==> config.mk <==
export PLATFORM = sky130hd
export DESIGN_NAME = gfx_irq_regs
export DESIGN_NICKNAME = d
export VERILOG_FILES = /design/src/rtl/gfx_irq_pkg.sv /design/src/rtl/gfx_irq_cfgbank.sv /design/src/rtl/gfx_irq_chan.sv /design/src/rtl/gfx_irq_bbox.sv /design/src/rtl/gfx_irq_regs.sv
export SDC_FILE = /design/constraint.sdc
export NUM_CORES = 1
export LEC_CHECK = 0
export BUFFER_PORTS_ARGS = -buffer_cell sky130_fd_sc_hd__buf_2
export CAP_MARGIN = 0
export CORE_MARGIN = 2
export CORE_UTILIZATION = 30
export CTS_CLUSTER_DIAMETER = 200
export DETAILED_ROUTE_END_ITERATION = 16
export GPL_TIMING_DRIVEN = 0
export SLEW_MARGIN = 20
export SYNTH_ARGS = -nofsm -noshare
export SYNTH_HDL_FRONTEND = slang
export SYNTH_SLANG_ARGS = --single-unit
==> constraint.sdc <==
create_clock -name clk -period 6.6 [get_ports clk]
set_input_delay 1.32 -clock clk [delete_from_list [all_inputs] [get_ports clk]]
set_output_delay 1.32 -clock clk [all_outputs]
set_load 0.01 [all_outputs]
==> src/rtl/gfx_irq_pkg.sv <==
// Package: register offsets and reset constants shared by the interrupt
// register unit. Assumes 16-bit registers on even offsets.
package gfx_irq_pkg;
    localparam int DEC_W = 12;
    localparam int NUM_CFG = 5;
    localparam int NUM_BB = 4;

    localparam logic [DEC_W-1:0] OFS_CFG_BASE = 12'h000;
    localparam logic [DEC_W-1:0] OFS_CTRL     = 12'h00A;
    localparam logic [DEC_W-1:0] OFS_TOKEN    = 12'h00E;
    localparam logic [DEC_W-1:0] OFS_BB_BASE  = 12'h010;

    // Offset of configuration word i.
    function automatic logic [DEC_W-1:0] cfg_ofs(input int i);
        return OFS_CFG_BASE + DEC_W'(2 * i);
    endfunction

    // Offset of bounding-box word i (left, right, top, bottom).
    function automatic logic [DEC_W-1:0] bb_ofs(input int i);
        return OFS_BB_BASE + DEC_W'(2 * i);
    endfunction

    // Fixed bounding-box value: horizontal and vertical pairs alternate.
    function automatic logic [15:0] bb_value(input int i);
        return (i % 2 == 0) ? 16'h0080 : 16'h00A0;
    endfunction
endpackage

==> src/rtl/gfx_irq_cfgbank.sv <==
// Module: bank of N plain storage words written by one-hot select.
// Assumes the caller has already qualified wr_en for width and address.
module gfx_irq_cfgbank #(
    parameter int N = 5,
    parameter int W = 16
) (
    input  logic              clk,
    input  logic              rst_n,
    input  logic              wr_en,
    input  logic [N-1:0]      sel,
    input  logic [W-1:0]      wdata,
    output logic [N-1:0][W-1:0] q
);
    for (genvar i = 0; i < N; i++) begin : g_word
        // Store one word on a selected write.
        always_ff @(posedge clk) begin
            if (!rst_n)                q[i] <= '0;
            else if (wr_en && sel[i])  q[i] <= wdata;
        end
    end

    a_r14_unselected_stable: assert property (@(posedge clk) disable iff (!rst_n)
        !wr_en |=> $stable(q));
endmodule

==> src/rtl/gfx_irq_chan.sv <==
// Module: one interrupt channel. Holds a deferred-event register and a
// pending flag, and masks the flag with an enable. With CANCEL_EN set,
// cancel clears a raised flag or discards the queued event.
module gfx_irq_chan #(
    parameter bit CANCEL_EN = 1'b0
) (
    input  logic clk,
    input  logic rst_n,
    input  logic evt_in,
    input  logic ack,
    input  logic cancel,
    input  logic enable,
    output logic pend,
    output logic irq
);
    logic evt_q;
    logic drop_q;
    logic clr;

    assign drop_q = CANCEL_EN && cancel && !pend;
    assign clr    = ack || (CANCEL_EN && cancel);

    // Delay each pipeline event by one cycle.
    always_ff @(posedge clk) begin
        if (!rst_n) evt_q <= 1'b0;
        else        evt_q <= evt_in;
    end

    // Pending flag: a landing event beats acknowledge and cancel.
    always_ff @(posedge clk) begin
        if (!rst_n)                 pend <= 1'b0;
        else if (evt_q && !drop_q)  pend <= 1'b1;
        else if (clr)               pend <= 1'b0;
    end

    // Mask the flag onto the interrupt line.
    always_comb irq = pend && enable;

    a_r5_rise_after_delay: assert property (@(posedge clk) disable iff (!rst_n)
        $rose(pend) |-> $past(evt_in, 2));
    a_r5_event_beats_ack: assert property (@(posedge clk) disable iff (!rst_n)
        (evt_q && ack && !cancel) |=> pend);
    a_r3_ack_clears: assert property (@(posedge clk) disable iff (!rst_n)
        (ack && !evt_q && pend) |=> !pend);
    a_r9_cancel_drops_flag: assert property (@(posedge clk) disable iff (!rst_n)
        (CANCEL_EN && cancel && pend && !evt_q) |=> !pend);
    a_r9_cancel_discards_event: assert property (@(posedge clk) disable iff (!rst_n)
        (CANCEL_EN && cancel && !pend) |=> !pend);
endmodule

==> src/rtl/gfx_irq_bbox.sv <==
// Module: bounding-box-active flag. The flag is set by the pipeline and
// cleared by any CPU read of a bounding-box word; set wins on a tie.
module gfx_irq_bbox (
    input  logic clk,
    input  logic rst_n,
    input  logic arm,
    input  logic rd_hit,
    output logic active
);
    // Track the active flag.
    always_ff @(posedge clk) begin
        if (!rst_n)      active <= 1'b0;
        else if (arm)    active <= 1'b1;
        else if (rd_hit) active <= 1'b0;
    end

    a_r8_read_clears_active: assert property (@(posedge clk) disable iff (!rst_n)
        (rd_hit && !arm) |=> !active);
endmodule

==> src/rtl/gfx_irq_regs.sv <==
// Module: top of the token/finish interrupt register unit. Decodes the CPU
// bus on the low DEC_W address bits, stores the control enables and the
// token value, and routes pipeline events through two interrupt channels.
// Assumes single-cycle CPU strobes and a combinational read path.
module gfx_irq_regs
    import gfx_irq_pkg::*;
#(
    parameter int ADDR_W  = 32,
    parameter int DATA_W  = 16,
    parameter int TOK_BIT = 9,
    parameter int FIN_BIT = 10
) (
    input  logic              clk,
    input  logic              rst_n,
    input  logic [ADDR_W-1:0] cpu_addr,
    input  logic              cpu_wr,
    input  logic              cpu_rd,
    input  logic              cpu_wide,
    input  logic [DATA_W-1:0] cpu_wdata,
    output logic [DATA_W-1:0] cpu_rdata,
    output logic              cpu_err,
    input  logic              pipe_tok_wr,
    input  logic              pipe_tok_irq,
    input  logic [DATA_W-1:0] pipe_tok_val,
    input  logic              pipe_fin,
    input  logic              fifo_attach,
    input  logic              bbox_arm,
    output logic              bbox_active,
    output logic              irq_token,
    output logic              irq_finish,
    output logic [DATA_W-1:0] cause_vec,
    output logic              idle_ok
);
    localparam int NCH = 2;

    logic [DEC_W-1:0]              ofs;
    logic                          unused_hi;
    logic                          wr16;
    logic [NUM_CFG-1:0]            cfg_sel;
    logic [NUM_CFG-1:0][DATA_W-1:0] cfg_q;
    logic                          ctrl_wr;
    logic                          tok_en, fin_en;
    logic [DATA_W-1:0]             tok_val;
    logic                          bb_hit;
    logic [NCH-1:0]                ch_evt, ch_ack, ch_cancel, ch_en, ch_pend, ch_irq;

    assign ofs       = cpu_addr[DEC_W-1:0];
    assign unused_hi = ^cpu_addr[ADDR_W-1:DEC_W];
    assign wr16      = cpu_wr && !cpu_wide;
    assign ctrl_wr   = wr16 && (ofs == OFS_CTRL);

    for (genvar i = 0; i < NUM_CFG; i++) begin : g_sel
        assign cfg_sel[i] = (ofs == cfg_ofs(i));
    end

    gfx_irq_cfgbank #(.N(NUM_CFG), .W(DATA_W)) u_cfg (
        .clk(clk), .rst_n(rst_n), .wr_en(wr16), .sel(cfg_sel),
        .wdata(cpu_wdata), .q(cfg_q)
    );

    // Store the two interrupt enables from a control write.
    always_ff @(posedge clk) begin
        if (!rst_n) begin
            tok_en <= 1'b0;
            fin_en <= 1'b0;
        end else if (ctrl_wr) begin
            tok_en <= cpu_wdata[0];
            fin_en <= cpu_wdata[1];
        end
    end

    // Token value is loaded only by the pipeline.
    always_ff @(posedge clk) begin
        if (!rst_n)                           tok_val <= '0;
        else if (pipe_tok_wr || pipe_tok_irq) tok_val <= pipe_tok_val;
    end

    // Flag a CPU attempt to write the token register.
    always_ff @(posedge clk) begin
        if (!rst_n) cpu_err <= 1'b0;
        else        cpu_err <= wr16 && (ofs == OFS_TOKEN);
    end

    assign ch_evt    = {pipe_fin, pipe_tok_irq};
    assign ch_ack    = {ctrl_wr && cpu_wdata[3], ctrl_wr && cpu_wdata[2]};
    assign ch_cancel = {fifo_attach, 1'b0};
    assign ch_en     = {fin_en, tok_en};

    for (genvar c = 0; c < NCH; c++) begin : g_ch
        gfx_irq_chan #(.CANCEL_EN(c == 1)) u_ch (
            .clk(clk), .rst_n(rst_n), .evt_in(ch_evt[c]), .ack(ch_ack[c]),
            .cancel(ch_cancel[c]), .enable(ch_en[c]),
            .pend(ch_pend[c]), .irq(ch_irq[c])
        );
    end

    assign irq_token  = ch_irq[0];
    assign irq_finish = ch_irq[1];
    assign idle_ok    = !tok_en && !fin_en;

    // Place the interrupt lines in the cause vector.
    always_comb begin
        cause_vec          = '0;
        cause_vec[TOK_BIT] = irq_token;
        cause_vec[FIN_BIT] = irq_finish;
    end

    // Read multiplexer; unmapped offsets return one.
    always_comb begin
        cpu_rdata = DATA_W'(1);
        bb_hit    = 1'b0;
        for (int i = 0; i < NUM_CFG; i++)
            if (cfg_sel[i]) cpu_rdata = cfg_q[i];
        for (int i = 0; i < NUM_BB; i++)
            if (ofs == bb_ofs(i)) begin
                cpu_rdata = DATA_W'(bb_value(i));
                bb_hit    = 1'b1;
            end
        if (ofs == OFS_CTRL)  cpu_rdata = {{(DATA_W-2){1'b0}}, fin_en, tok_en};
        if (ofs == OFS_TOKEN) cpu_rdata = tok_val;
    end

    gfx_irq_bbox u_bbox (
        .clk(clk), .rst_n(rst_n), .arm(bbox_arm),
        .rd_hit(cpu_rd && bb_hit), .active(bbox_active)
    );

    a_r7_token_cpu_proof: assert property (@(posedge clk) disable iff (!rst_n)
        (!pipe_tok_wr && !pipe_tok_irq) |=> $stable(tok_val));
    a_r11_wide_write_inert: assert property (@(posedge clk) disable iff (!rst_n)
        (cpu_wr && cpu_wide && !cpu_rd) |=> !cpu_err && $stable(cfg_q) && $stable(tok_en) && $stable(fin_en));
    a_r2_ack_bits_read_zero: assert property (@(posedge clk) disable iff (!rst_n)
        (ofs == OFS_CTRL) |-> cpu_rdata[3:2] == 2'b00);
    a_r4_cause_onehot_bits: assert property (@(posedge clk) disable iff (!rst_n)
        $countones(cause_vec) == $countones({irq_token, irq_finish}));
endmodule

==> summary.txt, run 1 <==
Outcome
  – Outcome: completed

Clock network
  – CTS sink cnt: 104
  – Worst-Skew Late Latency: ~0.34 ns
  – CTS tree: yes
  – Reg clk slew, reported paths: 0.07 ns
  – H-tree depth: 3
  – Hold_buf cts: 0
  – Post-CTS Resized: 0
  – Cts bufs inserted: 9
  – Post-CTS setup buffers: 0
  – CTS max path bufs: 2
  – Root buffer cell: clkbuf_16

Yosys
  – Synth Flop Type: dfxtp_1
  – Post-synthesis sequential area ratio: 41.83%
  – FFs w/ async S/R, synth: 0%
  – Post-synthesis simple-gate area fraction: 19.08%
  – Avg Inst Size Synth: 8.952 µm²
  – Cell count after synthesis: 556
  – Post-Synth Adder-Cell Area: 0.2011%
  – Number of synthesized register bits: about 100
  – Compound-Gate Fraction of Synth Area: 13.85%
  – Yosys warns: 0
  – Synthesized area: between 4000 and 5000 µm²
  – Synth Area in XOR/XNOR: 0%
  – Number of flops mapped to enable cells by yosys: 0
  – Post-synthesis mux area share: 18.43%
  – Main combinational cell family by area after synthesis: simple AND/OR/NAND/NOR gates
  – Post-synth cell types: around 50

Critical path
  – Crit-path leading delay family: buffers and inverters
  – Worst EP arrival: 3.63 ns
  – Worst r2r src: g_ch[1].u_ch.pend$_SDFFE_PN0P_
  – Worst Setup End Kind: primary output
  – Setup slack, reg-to-reg: around 5.7 ns
  – Crit start category: primary input
  – Critical Path Fanout Max: 10
  – CP peak stage delay: 0.52 ns
  – Top cell by count, worst path: buf_2
  – Crit path buffers/inverters: 4
  – Crit-path slowest cell: nor4_1
  – CP required: roughly 5.3 ns
  – Cell Chain, Critical Path: buf_2 -> clkbuf_1 -> nand3_1 -> nor4_1 -> buf_2 -> nand2_1 -> a211oi_1 -> buf_2
  – Crit Path Class: in -> out
  – CP startpoint: cpu_addr[2]

Timing
  – Fin crit share: 74.97%
  – Setup WS post-layout: 1.652 ns
  – Tmin final: 4.948 ns
  – Fin Clk Skew: between 0.0006 and 0.0007 ns
  – Final Setup Violations: 0
  – Fmax: between 200 and 250 MHz
  – RSZ-0062 raised after global routing: false
  – Final Hold Vio Count: 0
  – Slew @ Worst Pin: 0.7491 ns
  – Setup tns final: 0 ns
  – Final Max Tran Viols: 0
  – Slew Limit Headroom: between 50% and 60%

GRT
  – Initial antenna violation count: 0
  – Global Route met3 Usage: 1.801%
  – Grt ovf: 0
  – Vias in the first global route: 4130
  – Most used routing layer: met2
  – First-pass GRT wire length: 22.87 mm
  – All-layer global routing usage: approximately 16%
  – Largest net degree at the start of global routing: 17
  – Grt met1 use: 22.45%
  – Grt met2 use: 27.03%

Die
  – Die Footprint: 17640 µm²
  – # IOs: between 100 and 150
  – Cell Rows: 47
  – Initial Util: 30.34%
  – Die X: 132.8 µm
  – Die Height: 132.8 µm
  – Core area: roughly 16000 µm²

Routing
  – DRT iter0 DRCs: 293
  – Vias per std cell: around 4.8
  – WL/cell: 16.34 µm
  – DRC violations left: 0
  – WL final: 14.33 mm
  – DR vias: 4208
  – Post-DRT Antenna Nets: 0
  – DRT Pass-1 Iters: 4

Final layout
  – Layout cells sized above 1: a little under a fifth
  – Post-route cell area: around 6000 µm²
  – Most common cell after layout, fill and taps aside: nand2_1
  – P&R area growth vs syn: 20.24%
  – Leading cell types in the layout, fill and taps excluded: 150 x nand2_1, 104 x dfxtp_1, 86 x mux2i_1
  – Fill count: around 1700
  – Final core occ: 36.48%
  – Diode count: 0
  – Final net count: slightly above 700

Power and ir drop
  – Pwr/cell area: 224.2 nW/µm²
  – Pwr Total: between 1 and 1.5 mW
  – Leakage: 2.886 nW
  – Worst VDD drop: 128.0 µV

Flow run
  – Max cap viols: 0

Place
  – Routability Congestion: 0.8264
  – Post-DP HPWL: 10.74 mm
  – Place WS: 1.615 ns
  – Port Buffers: 72
  – Placed inst area: 5662 µm²

Worst hold path
  – Hold path startpoint: u_cfg.q[15]$_SDFFE_PN0P_
  – HP Class: reg -> reg
per-layer routing:
layer  vias up  part of all wire (%)
li1       2100                     -
met1      1987                    48
met2       107                    47
met3        14                   3.4
met4         0                   1.7
met5         -                     0
where the power goes:
part	internal, mW	switching, mW	leakage, nW
clock network	0.345	0.239	0.153
logic	0.0414	0.0769	1.89
registers	0.635	0.00432	0.842
total	1.02	0.320	2.89
cell usage after synthesis (4+ instances only):
library cell | count | area share, %
clkbuf_1 | 33 | 2.5
and2_1 | 4 | 0.50
a311o_1 | 12 | 2.4
a221o_1 | 11 | 2.2
a21oi_1 | 12 | 1.2
dfxtp_1 | 104 | 42
inv_1 | 5 | 0.38
nor2b_1 | 14 | 1.8
a211oi_1 | 12 | 1.8
o21ai_0 | 15 | 1.5
nor2_1 | 9 | 0.68
a21boi_0 | 17 | 2.6
mux2i_1 | 86 | 17
nand2_1 | 150 | 11
buf_4 | 19 | 2.9
nor3_1 | 6 | 0.60
area by class of cell:
type,instances,area (µm²),area share (%)
timing repair buffer,72,360.3,6.021
clock buffer,12,246.5,4.119
sequential,104,2082,34.79
multi-input combinational,402,2619,43.76
tap,220,275.3,4.600
inverter,6,22.52,0.3763
clock inverter,4,76.32,1.275
buffer,57,302.8,5.060
kinds of logic after synthesis:
group / after synthesis
AND/OR/NAND/NOR: 206
flip-flops: 104
buffers and inverters: 63
AO/OA/AOI/OAI: 92
other: 1
multiplexers: 89
adder cells (fa/ha/maj): 1
worst register-to-register path, cell delays in order, from the launching register on:
cell	delay, ns
dfxtp_1	0.32
maj3_1	0.34
and3_1	0.18
flip-flops by register name, indices dropped and copies added, names as in the netlist:
register / flops
cpu_err: 1
tok_val: 16
fin_en: 1
g_ch.u_ch.pend: 2
g_ch.u_ch.evt_q: 2
u_bbox.active: 1
tok_en: 1
u_cfg.q: 80
final timing paths:
path / endpoint / depth (start not counted)
worst min-delay path: u_cfg.q[15]$_SDFFE_PN0P_ / 2
worst max-delay path: cpu_rdata[11] / 8
worst min register to register: u_cfg.q[15]$_SDFFE_PN0P_ / 2
worst max register to register: g_ch[1].u_ch.pend$_SDFFE_PN0P_ / 2
through the flow:
stage / std cells / hold slack (ns)
final: 877 / 0.4600
after global routing: 877 / 0.4742
after CTS: 877 / 0.4613
after detailed placement: 861 / 0.4507
after global placement: 861 / 0.4430
after floorplan: 569 / 0.4337
No activity file was read; power rests on OpenSTA's default activity.
==> inputs of run 2 (changes only) <==
Settings changed: ABC_AREA from default to 1.
Clock period 6.6 ns to 4.1 ns, I/O delays scaled along.
==> run 2 against run 1 <==
Against the previous run: count of clock-buffer cells in the layout increased by 1; register-to-register slack got worse by 2.3 ns; highest routed layer unchanged; setup slack got worse by 0.83 ns; clock power increased by 60%; largest power group unchanged.
==> summary.txt, run 2 <==
Outcome
  – Outcome: completed

GRT
  – Initial antenna violation count: 0 (unchanged)
  – Grt ovf: 0 (unchanged)
  – First-pass GRT wire length: 22.74 mm (-0.57%)
  – Largest net degree at the start of global routing: 16 (-1)
  – Vias in the first global route: 4505 (+9.1%)
  – All-layer global routing usage: 15.62% (-0.80 points)

Clock network
  – H-tree depth: 3 (unchanged)
  – CTS sink cnt: 104 (unchanged)
  – Post-CTS Resized: 0 (unchanged)
  – Post-CTS setup buffers: 0 (unchanged)
  – Hold_buf cts: 0 (unchanged)
  – CTS max path bufs: 2 (unchanged)
  – Reg clk slew, reported paths: 0.07 ns (about the same)
  – Worst-Skew Late Latency: 0.35 ns (about the same)
  – CTS tree: yes
  – Root buffer cell: clkbuf_16
  – Cts bufs inserted: 9 (unchanged)

Die
  – Cell Rows: 48 (+2.1%)
  – Die Height: 137.8 µm (+3.8%)
  – Initial Util: 30.83% (+0.50 points)
  – Die X: 137.8 µm (+3.8%)
  – # IOs: 111 (unchanged)
  – Die Footprint: 18990 µm² (+7.6%)
  – Core area: 17420 µm² (+6.2%)

Final layout
  – Leading cell types in the layout, fill and taps excluded: 126 x nand2_1, 110 x nor2_1, 107 x inv_1
  – Reg with most FFs: u_cfg.q
  – Max reg flops: 80 (unchanged)
  – Final net count: 927 (+28%)
  – Final core occ: 36.72% (+0.25 points)
  – Diode count: 0 (unchanged)
  – Layout cells sized above 1: 21.91% (+3.3 points)
  – Most common cell after layout, fill and taps aside: nand2_1
  – P&R area growth vs syn: 19.11%
  – Biggest regs: u_cfg.q (80), tok_val (16)

Yosys
  – Synthesized area: 5370 µm² (+7.9%)
  – Cell count after synthesis: 753 (+35%)
  – Number of flops mapped to enable cells by yosys: 0 (unchanged)
  – Largest cells by area after synthesis: dfxtp_1 39%, nand2_1 8.8%, nor2_1 7.7%
  – Synth Flop Type: dfxtp_1
  – Avg Inst Size Synth: 7.132 µm² (-20%)
  – Post-synthesis sequential area ratio: 38.77% (-3.1 points)
  – Yosys warns: 0 (unchanged)
  – Synth area leader: dfxtp_1
  – Post-synth cell types: 26 (-49%)
  – Yosys top cell area share: 38.77% (-3.1 points)
  – Number of synthesized register bits: 104 (unchanged)
  – Most frequent cells after synthesis: 126 x nand2_1, 110 x nor2_1, 107 x inv_1
  – Count leader, synth: nand2_1
  – FFs w/ async S/R, synth: 0% (unchanged)

Critical path
  – Crit path buffers/inverters: 4 (unchanged)
  – CP required: 3.28 ns (-2.00 ns)
  – WP depth: 10 (+2)
  – Worst r2r src: fin_en$_SDFFE_PN0P_
  – Crit-path slowest cell: clkbuf_1
  – R2R depth: 2 (unchanged)
  – Cell Chain, Critical Path: buf_2 -> nor2_2 -> nand2_4 -> nor3_1 -> nand2_1 -> inv_1 -> clkbuf_1 -> nand2_1 -> nand2_1 -> buf_2
  – Top cell by count, worst path: nand2_1
  – FF-to-FF End: fin_en$_SDFFE_PN0P_
  – Worst EP arrival: 2.46 ns (-1.17 ns)
  – CP startpoint: cpu_addr[11]
  – Worst setup endpoint: cpu_rdata[10]
  – CP peak stage delay: 0.37 ns (-0.15 ns)
  – Crit-path leading delay family: simple AND/OR/NAND/NOR gates
  – Critical Path Fanout Max: 10 (unchanged)
  – Worst Setup End Kind: primary output
  – Crit Path Class: in -> out
  – Setup slack, reg-to-reg: 3.37 ns (-2.30 ns)
  – Crit start category: primary input

Timing
  – Final Setup Violations: 0 (unchanged)
  – Slew @ Worst Pin: 0.8948 ns (+0.1457 ns)
  – Tmin final: 3.279 ns
  – RSZ-0062 raised after global routing: false
  – Fin crit share: between 70% and 80%
  – Slew Limit Headroom: 40.35% (-9.7 points)
  – Setup tns final: 0 ns (unchanged)
  – Fmax: 305.0 MHz
  – Final Max Tran Viols: 0 (unchanged)
  – Hold slack: 0.4376 ns (-0.02245 ns)
  – Final Hold Vio Count: 0 (unchanged)
  – Fin Clk Skew: 0.001165 ns (+0.0005493 ns)

Routing
  – WL final: 14.63 mm (+2.1%)
  – WL/cell: 13.51 µm (-17%)
  – DRT iter0 DRCs: 304 (+3.8%)
  – Post-DRT Antenna Nets: 0 (unchanged)
  – DRT Pass-1 Iters: 7 (+3)
  – DRC violations left: 0 (unchanged)
  – Vias per std cell: 4.566 (-4.8%)
  – DR vias: 4945 (+18%)

Place
  – Routability Congestion: 0.8070 (-2.3%)
  – Post-DP HPWL: 11.24 mm (+4.6%)
  – Port Buffers: 76 (+5.6%)

Power and ir drop
  – Pwr Total: 2.098 mW (+56%)
  – Worst VDD drop: 205.6 µV (+61%)
  – Pwr/cell area: 328.0 nW/µm² (+46%)
  – Leakage: 2.849 nW (-1.3%)

Worst hold path
  – HP Class: reg -> reg

Flow run
  – Max cap viols: 0 (unchanged)
## run 2: cell types whose count changed after synthesis, moves of 24 or more
cell / previous run / this run
a211oi_2: 0 / 28
a21oi_1: 12 / 46
inv_1: 5 / 107
mux2i_1: 86 / 0
nand2_1: 150 / 126
nand3_1: 2 / 43
nor2_1: 9 / 110
o21ai_0: 15 / 60
## run 2: power breakdown
group | internal [mW] | switching [mW] | total (mW)
registers | 1.02 | 0.00689 | 1.03
logic | 0.0442 | 0.0900 | 0.134
clock network | 0.552 | 0.381 | 0.933
## run 2: worst min-delay path by stage
| stage | slack [ns] | from | depth (start not counted) | to |
|---|---|---|---|---|
| 2_1_floorplan | 0.42 | g_ch[0].u_ch.evt_q$_SDFF_PN0_ | 2 | g_ch[0].u_ch.pend$_SDFFE_PN0P_ |
| 3_3_place_gp | 0.43 | g_ch[0].u_ch.evt_q$_SDFF_PN0_ | 2 | g_ch[0].u_ch.pend$_SDFFE_PN0P_ |
| 3_5_place_dp | 0.43 | g_ch[0].u_ch.evt_q$_SDFF_PN0_ | 2 | g_ch[0].u_ch.pend$_SDFFE_PN0P_ |
| 4_1_cts | 0.44 | g_ch[0].u_ch.evt_q$_SDFF_PN0_ | 2 | g_ch[0].u_ch.pend$_SDFFE_PN0P_ |
| 5_1_grt | 0.46 | g_ch[0].u_ch.evt_q$_SDFF_PN0_ | 2 | g_ch[0].u_ch.pend$_SDFFE_PN0P_ |
| 6_report | 0.44 | g_ch[0].u_ch.evt_q$_SDFF_PN0_ | 2 | g_ch[0].u_ch.pend$_SDFFE_PN0P_ |
## run 2: worst register-to-register path: stages, from the launching register on
cell      delay, ns
dfxtp_1        0.36
inv_1          0.07
a211oi_1       0.22
## run 2: cells by family after synthesis
| family | count (synthesis) | share of synthesized area (%) |
|---|---|---|
| compound gates | 162 | 19.97 |
| flops | 104 | 38.77 |
| other cells | 1 | 0.06983 |
| buf+inv | 173 | 14.91 |
| simple gates | 313 | 26.28 |
## run 2: per-stage QoR
| stage | area (µm²) | instances | setup WS (ns) |
|---|---|---|---|
| detailed placement | 6081 | 1067 | 0.7855 |
| global placement | 6081 | 1067 | 0.7847 |
| floorplan | 5419 | 766 | 1.311 |
| global route | 6396 | 1083 | 0.6082 |
| CTS | 6396 | 1083 | 0.7829 |
| finish | 6396 | 1083 | 0.8208 |
## run 2: layout make-up
| cell class | count | area (µm²) |
|---|---|---|
| multi-input combinational | 489 | 2536 |
| inverter | 117 | 439.2 |
| fill | 1894 | 11020 |
| clock buffer | 13 | 250.2 |
| timing repair buffer | 76 | 380.4 |
| clock inverter | 3 | 65.06 |
| sequential | 104 | 2082 |
| buffer | 56 | 361.6 |
| tap | 225 | 281.5 |
## run 2: layer usage
layer | GRT usage [%] | share of wire, % | up-vias
li1 | - | - | 2563
met1 | 20.08 | 47 | 2253
met2 | 26.64 | 47 | 113
met3 | 3.900 | 4.6 | 16
met4 | 3.005 | 1.1 | 0
met5 | 0 | 0 | -
